[config.mk]
export PLATFORM = sky130hd
export DESIGN_NAME = bw_mode_reg
export DESIGN_NICKNAME = d
export VERILOG_FILES = /design/src/rtl/bw_pkg.sv /design/src/rtl/bw_app_track.sv /design/src/rtl/bw_switch_dec.sv /design/src/rtl/bw_acmd_dec.sv /design/src/rtl/bw_mode_reg.sv
export SDC_FILE = /design/constraint.sdc
export NUM_CORES = 1
export LEC_CHECK = 0
export CORE_AREA = 2 2 39 41
export DETAILED_ROUTE_END_ITERATION = 7
export DIE_AREA = 0 0 41 43
export DONT_BUFFER_PORTS = 1
export HOLD_SLACK_MARGIN = 0.03
export PLACE_DENSITY = 0.56
export SLEW_MARGIN = 20
export SYNTH_ARGS = -nofsm -noshare
export SYNTH_HDL_FRONTEND = slang
export SYNTH_SLANG_ARGS = --single-unit
export TNS_END_PERCENT = 10
[constraint.sdc]
create_clock -name clk -period 2.1 [get_ports clk]
set_clock_uncertainty 0.05 [all_clocks]
set_input_delay 0.315 -clock clk [delete_from_list [all_inputs] [get_ports clk]]
set_output_delay 0.315 -clock clk [all_outputs]
set_load 0.02 [all_outputs]
[src/rtl/bw_pkg.sv]
package bw_pkg;
  typedef enum logic [1:0] {
    BW_1 = 2'd0,
    BW_4 = 2'd1,
    BW_8 = 2'd2
  } bw_code_e;

  localparam int IDX_W = 6;
  localparam logic [IDX_W-1:0] CMD_GO_IDLE = 6'd0;
  localparam logic [IDX_W-1:0] CMD_WIDTH   = 6'd6;
  localparam logic [IDX_W-1:0] CMD_APP     = 6'd55;
endpackage

[src/rtl/bw_app_track.sv]
module bw_app_track
  import bw_pkg::*;
(
  input  logic             clk,
  input  logic             rst,
  input  logic             cmd_valid,
  input  logic [IDX_W-1:0] cmd_index,
  output logic             app_pending
);
  always_ff @(posedge clk) begin
    if (rst) app_pending <= 1'b0;
    else if (cmd_valid) app_pending <= (cmd_index == CMD_APP);
  end

  assert_prefix_one_shot_R8: assert property (@(posedge clk) disable iff (rst)
    (cmd_valid && cmd_index != CMD_APP) |=> !app_pending);
endmodule

[src/rtl/bw_switch_dec.sv]
module bw_switch_dec
  import bw_pkg::*;
#(
  parameter int ARG_W     = 32,
  parameter int BYTE_IDX  = 183,
  parameter int ACC_LSB   = 24,
  parameter int IDX_LSB   = 16,
  parameter int VAL_LSB   = 8
) (
  input  logic [ARG_W-1:0] arg,
  output logic             hit,
  output logic             ok,
  output bw_code_e         code
);
  localparam logic [1:0] ACC_WRITE = 2'b11;
  logic [1:0] acc;
  logic [7:0] idx;
  logic [7:0] val;

  always_comb begin
    acc  = arg[ACC_LSB +: 2];
    idx  = arg[IDX_LSB +: 8];
    val  = arg[VAL_LSB +: 8];
    hit  = (acc == ACC_WRITE) && (idx == 8'(BYTE_IDX));
    ok   = (val <= 8'd2);
    unique case (val)
      8'd1:    code = BW_4;
      8'd2:    code = BW_8;
      default: code = BW_1;
    endcase
  end
endmodule

[src/rtl/bw_acmd_dec.sv]
module bw_acmd_dec
  import bw_pkg::*;
#(
  parameter int ARG_W      = 32,
  parameter int STATE_W    = 4,
  parameter int TRAN_STATE = 4
) (
  input  logic [ARG_W-1:0]   arg,
  input  logic [STATE_W-1:0] state,
  output logic               ok,
  output bw_code_e           code
);
  logic code_ok;
  always_comb begin
    unique case (arg[1:0])
      2'b00:   begin code = BW_1; code_ok = 1'b1; end
      2'b10:   begin code = BW_4; code_ok = 1'b1; end
      default: begin code = BW_1; code_ok = 1'b0; end
    endcase
    ok = code_ok && (state == STATE_W'(TRAN_STATE));
  end
endmodule

[src/rtl/bw_mode_reg.sv]
module bw_mode_reg
  import bw_pkg::*;
#(
  parameter int ARG_W      = 32,
  parameter int STATE_W    = 4,
  parameter int TRAN_STATE = 4,
  parameter int BYTE_IDX   = 183
) (
  input  logic               clk,
  input  logic               rst,
  input  logic               cmd_valid,
  input  logic [5:0]         cmd_index,
  input  logic [ARG_W-1:0]   cmd_arg,
  input  logic [STATE_W-1:0] card_state,
  output logic [1:0]         bus_width,
  output logic               switch_err,
  output logic               illegal_cmd
);
  logic     app_pending;
  logic     sw_hit, sw_ok, ac_ok;
  bw_code_e sw_code, ac_code;
  bw_code_e width_q;
  logic     is_idle, is_acmd, is_switch;

  bw_app_track u_track (
    .clk(clk), .rst(rst), .cmd_valid(cmd_valid),
    .cmd_index(cmd_index), .app_pending(app_pending)
  );

  bw_switch_dec #(.ARG_W(ARG_W), .BYTE_IDX(BYTE_IDX)) u_sw (
    .arg(cmd_arg), .hit(sw_hit), .ok(sw_ok), .code(sw_code)
  );

  bw_acmd_dec #(.ARG_W(ARG_W), .STATE_W(STATE_W), .TRAN_STATE(TRAN_STATE)) u_ac (
    .arg(cmd_arg), .state(card_state), .ok(ac_ok), .code(ac_code)
  );

  always_comb begin
    is_idle   = cmd_valid && (cmd_index == CMD_GO_IDLE);
    is_acmd   = cmd_valid && (cmd_index == CMD_WIDTH) && app_pending;
    is_switch = cmd_valid && (cmd_index == CMD_WIDTH) && !app_pending;
  end

  always_ff @(posedge clk) begin
    if (rst || is_idle) begin
      width_q     <= BW_1;
      switch_err  <= 1'b0;
      illegal_cmd <= 1'b0;
    end else begin
      illegal_cmd <= 1'b0;
      if (is_switch && sw_hit) begin
        if (sw_ok) begin
          width_q    <= sw_code;
          switch_err <= 1'b0;
        end else begin
          switch_err <= 1'b1;
        end
      end
      if (is_acmd) begin
        if (ac_ok) width_q <= ac_code;
        else       illegal_cmd <= 1'b1;
      end
    end
  end

  assign bus_width = width_q;

  assert_width_legal_R2: assert property (@(posedge clk) disable iff (rst)
    bus_width != 2'b11);
  assert_bad_switch_holds_R3: assert property (@(posedge clk) disable iff (rst)
    (is_switch && sw_hit && !sw_ok) |=> ($stable(bus_width) && switch_err));
  assert_off_state_refused_R7: assert property (@(posedge clk) disable iff (rst)
    (is_acmd && card_state != STATE_W'(TRAN_STATE)) |=> ($stable(bus_width) && illegal_cmd));
  assert_idle_default_R9: assert property (@(posedge clk) disable iff (rst)
    is_idle |=> (bus_width == 2'b00 && !switch_err));
  assert_pulse_needs_strobe_R10: assert property (@(posedge clk) disable iff (rst)
    !cmd_valid |=> !illegal_cmd);
  assert_quiet_hold_R11: assert property (@(posedge clk) disable iff (rst)
    !cmd_valid |=> ($stable(bus_width) && $stable(switch_err)));
endmodule

==> results.json <==
{
  "synth_top_family_by_area": "simple AND/OR/NAND/NOR gates",
  "grt.total_usage_pct": 13.2,
  "cts_resized": 0,
  "wl_um": 986,
  "first_global_vias": 405,
  "antenna_cells": 0,
  "path_max_fanout": 6,
  "synthMuxAreaShare_pct": 0,
  "fin_area_um2": 479,
  "drtPass1Iterations": 4,
  "r2r_start": "u_track.app_pending$_SDFFE_PP0P_",
  "synth-adder-area-share_pct": 0,
  "worstMarginPinSlew_ps": 535,
  "regToRegSetupSlack_ps": 800,
  "r2r.worst_path.cells": 4,
  "dp_slack_ps": 328,
  "period_share_pct": 72.3,
  "min_to": "u_track.app_pending$_SDFFE_PP0P_",
  "die-area_um2": 1760,
  "timing.hold.ws_ps": 81.6,
  "crit_arrival_ps": 1630,
  "synth_compound_area_share_pct": 21.1,
  "period_needed_ps": 1520,
  "finalMaxSlewViolations": 0,
  "floorplan.initialDensity_pct": 31.6,
  "relSlewSlack_pct": 64.0,
  "critPathKind": "in -> reg",
  "status": "complete, no violations",
  "worstPathRequired_ps": 2210,
  "port_buffers": 0,
  "drive_above_1_share_pct": 14.3,
  "place.gp.congestion": 0.767,
  "area_delta_synth_final_pct": 9.43,
  "die_x_um": 41,
  "synth-seq-cells": 5,
  "ys_warn_count": 0,
  "synth-xor-area-share_pct": 0,
  "synth_nets": 98,
  "syn_inst": 53,
  "ys_seq_area_share_pct": 22.9,
  "row_count": 14,
  "rsz0062_at_grt": "false",
  "drc_errors": 0,
  "io_pins": 49,
  "cts_hold_buf": 0,
  "via_per_inst": 6.03,
  "synth_area_per_cell_um2": 8.26,
  "worstSkewPairLatency_ps": 250,
  "hpwl_um": 843,
  "grt_start_max_net_pins": 7,
  "cts.clk_slew.worst_paths_ps": 50,
  "tns_ps": 0,
  "fp.dieH_um": 43,
  "cts_made_buffers": 3,
  "post-cts-setup-buffers": 0,
  "end_kind": "flop",
  "hold_depth": 1,
  "core_um2": 1380,
  "post_dp_cell_area_um2": 453,
  "fill_cells": 160,
  "clockRootBuffer": "clkbuf_4",
  "crit_path_start_kind": "primary input",
  "crit-reg2reg-capture": "switch_err$_SDFFE_PP0N_",
  "ir_drop_mv": 0.159,
  "cts_sinks": 5,
  "grt_pass1_wl_mm": 1.59,
  "overflow": 0,
  "powerDensity_nw_per_um2": 488,
  "synth_cell_types": 32,
  "fmaxAchievable_mhz": 659,
  "antenna_found_initial": 0,
  "antenna_left": 0,
  "setup_viol": 0,
  "hp-start": "rst",
  "drt_iter0_markers": 10,
  "power_leakage_nw": 0.197,
  "fin_ws_ps": 582,
  "fin_util_pct": 34.6,
  "finalHoldViolCount": 0,
  "htreeDepth": 1,
  "cts_buffer_depth": 2,
  "cts_tree": "built",
  "layout.nets": 102,
  "synth-simple-area-share_pct": 52.3,
  "post_drt_wl_per_cell_um": 13.7,
  "max_cap_violations": 0,
  "syn_area_um2": 438,
  "vias": 434,
  "hold_path_class": "in -> reg"
}
[flip-flops by register name (all words and copies together) (netlist names)]
register and cells:
switch_err 1, bus_width 2, u_track.app_pending 1, illegal_cmd 1
[worst max-delay path, stage by stage]
cell      delay (ps)
or4b_1           630
nor3_1           330
a31oi_1          140
a211oi_1         210
[through the flow]
| stage | total power, mW | cells |
|---|---|---|
| 6_report | 0.234 | 72 |
| 3_5_place_dp | 0.119 | 68 |
| 5_1_grt | 0.243 | 72 |
| 2_1_floorplan | 0.116 | 53 |
| 4_1_cts | 0.237 | 72 |
| 3_3_place_gp | 0.118 | 68 |
[metal layers]
metal	vias to the layer above	track usage (%)	part of all wire (%)
met1	193	16.3	40
met3	2	1.57	11
li1	217	-	-
met2	22	20.6	47
met4	0	8.00	1.5
met5	-	0	0
[report_power, final]
part	internal, mW	switching [mW]
Combinational	0.0116	0.0100
Clock	0.0722	0.0446
Sequential	0.0952	0.0000998
Total	0.179	0.0547
[worst max-delay path by stage]
stage,cells past startpoint,endpoint,startpoint
floorplan,5,bus_width[0]$_SDFF_PP0_,cmd_index[0]
global placement,4,bus_width[0]$_SDFF_PP0_,cmd_index[0]
detailed placement,4,switch_err$_SDFFE_PP0N_,cmd_index[0]
CTS,4,switch_err$_SDFFE_PP0N_,cmd_index[0]
global route,4,switch_err$_SDFFE_PP0N_,cmd_index[0]
finish,4,switch_err$_SDFFE_PP0N_,cmd_index[0]
[kinds of logic (layout without fill, tap and decap cells)]
family / after synthesis / in the layout
flip-flops: 5 / 5
buffers and inverters: 4 / 7
AO/OA/AOI/OAI: 12 / 12
AND/OR/NAND/NOR: 32 / 32
[synthesized netlist by cell type]
cell | number | area share (%)
a211oi_1 | 1 | 1.7
a21o_1 | 1 | 1.7
or2_2 | 1 | 1.4
nor3_2 | 1 | 2.3
nand2_1 | 1 | 0.86
nor4_1 | 2 | 2.9
and2_2 | 1 | 1.7
and4b_1 | 2 | 4.6
and2_1 | 1 | 1.4
a21oi_1 | 1 | 1.1
dfxtp_1 | 5 | 23
o32ai_1 | 1 | 2.0
a311oi_1 | 1 | 2.0
a31oi_1 | 1 | 1.4
nand4b_4 | 1 | 5.4
or4b_4 | 1 | 3.1
nor3_1 | 7 | 8.0
o41ai_1 | 1 | 2.0
and3_1 | 2 | 2.9
nor2_1 | 4 | 3.4
and3b_1 | 2 | 4.0
o22a_1 | 1 | 2.0
nand4b_1 | 2 | 4.0
inv_1 | 3 | 2.6
o31a_1 | 1 | 2.0
or2b_1 | 1 | 1.7
o21ai_0 | 1 | 1.1
nand3_1 | 2 | 2.3
buf_2 | 1 | 1.1
a221o_1 | 1 | 2.3
a21boi_0 | 1 | 1.7
or4b_1 | 1 | 2.3
[placed cells by master, fill, tap and decap left out, types with 2 or more instances in the layout]
| master | synthesis | routed |
|---|---|---|
| nor3_1 | 7 | 7 |
| dfxtp_1 | 5 | 5 |
| nor2_1 | 4 | 4 |
| inv_1 | 3 | 3 |
| clkbuf_4 | 0 | 3 |
| nor4_1 | 2 | 2 |
| and3b_1 | 2 | 2 |
| and4b_1 | 2 | 2 |
| and3_1 | 2 | 2 |
| nand3_1 | 2 | 2 |
| nand4b_1 | 2 | 2 |
[cell type report]
| cell class | count | area [um^2] | area share (%) |
|---|---|---|---|
| multi-input cells | 44 | 322 | 67.1 |
| flip-flops and latches | 5 | 100 | 20.9 |
| clock buffers | 4 | 26.3 | 5.48 |
| well taps | 16 | 20.0 | 4.18 |
| inverters | 3 | 11.3 | 2.35 |
No activity file was read; power rests on OpenSTA's default activity.
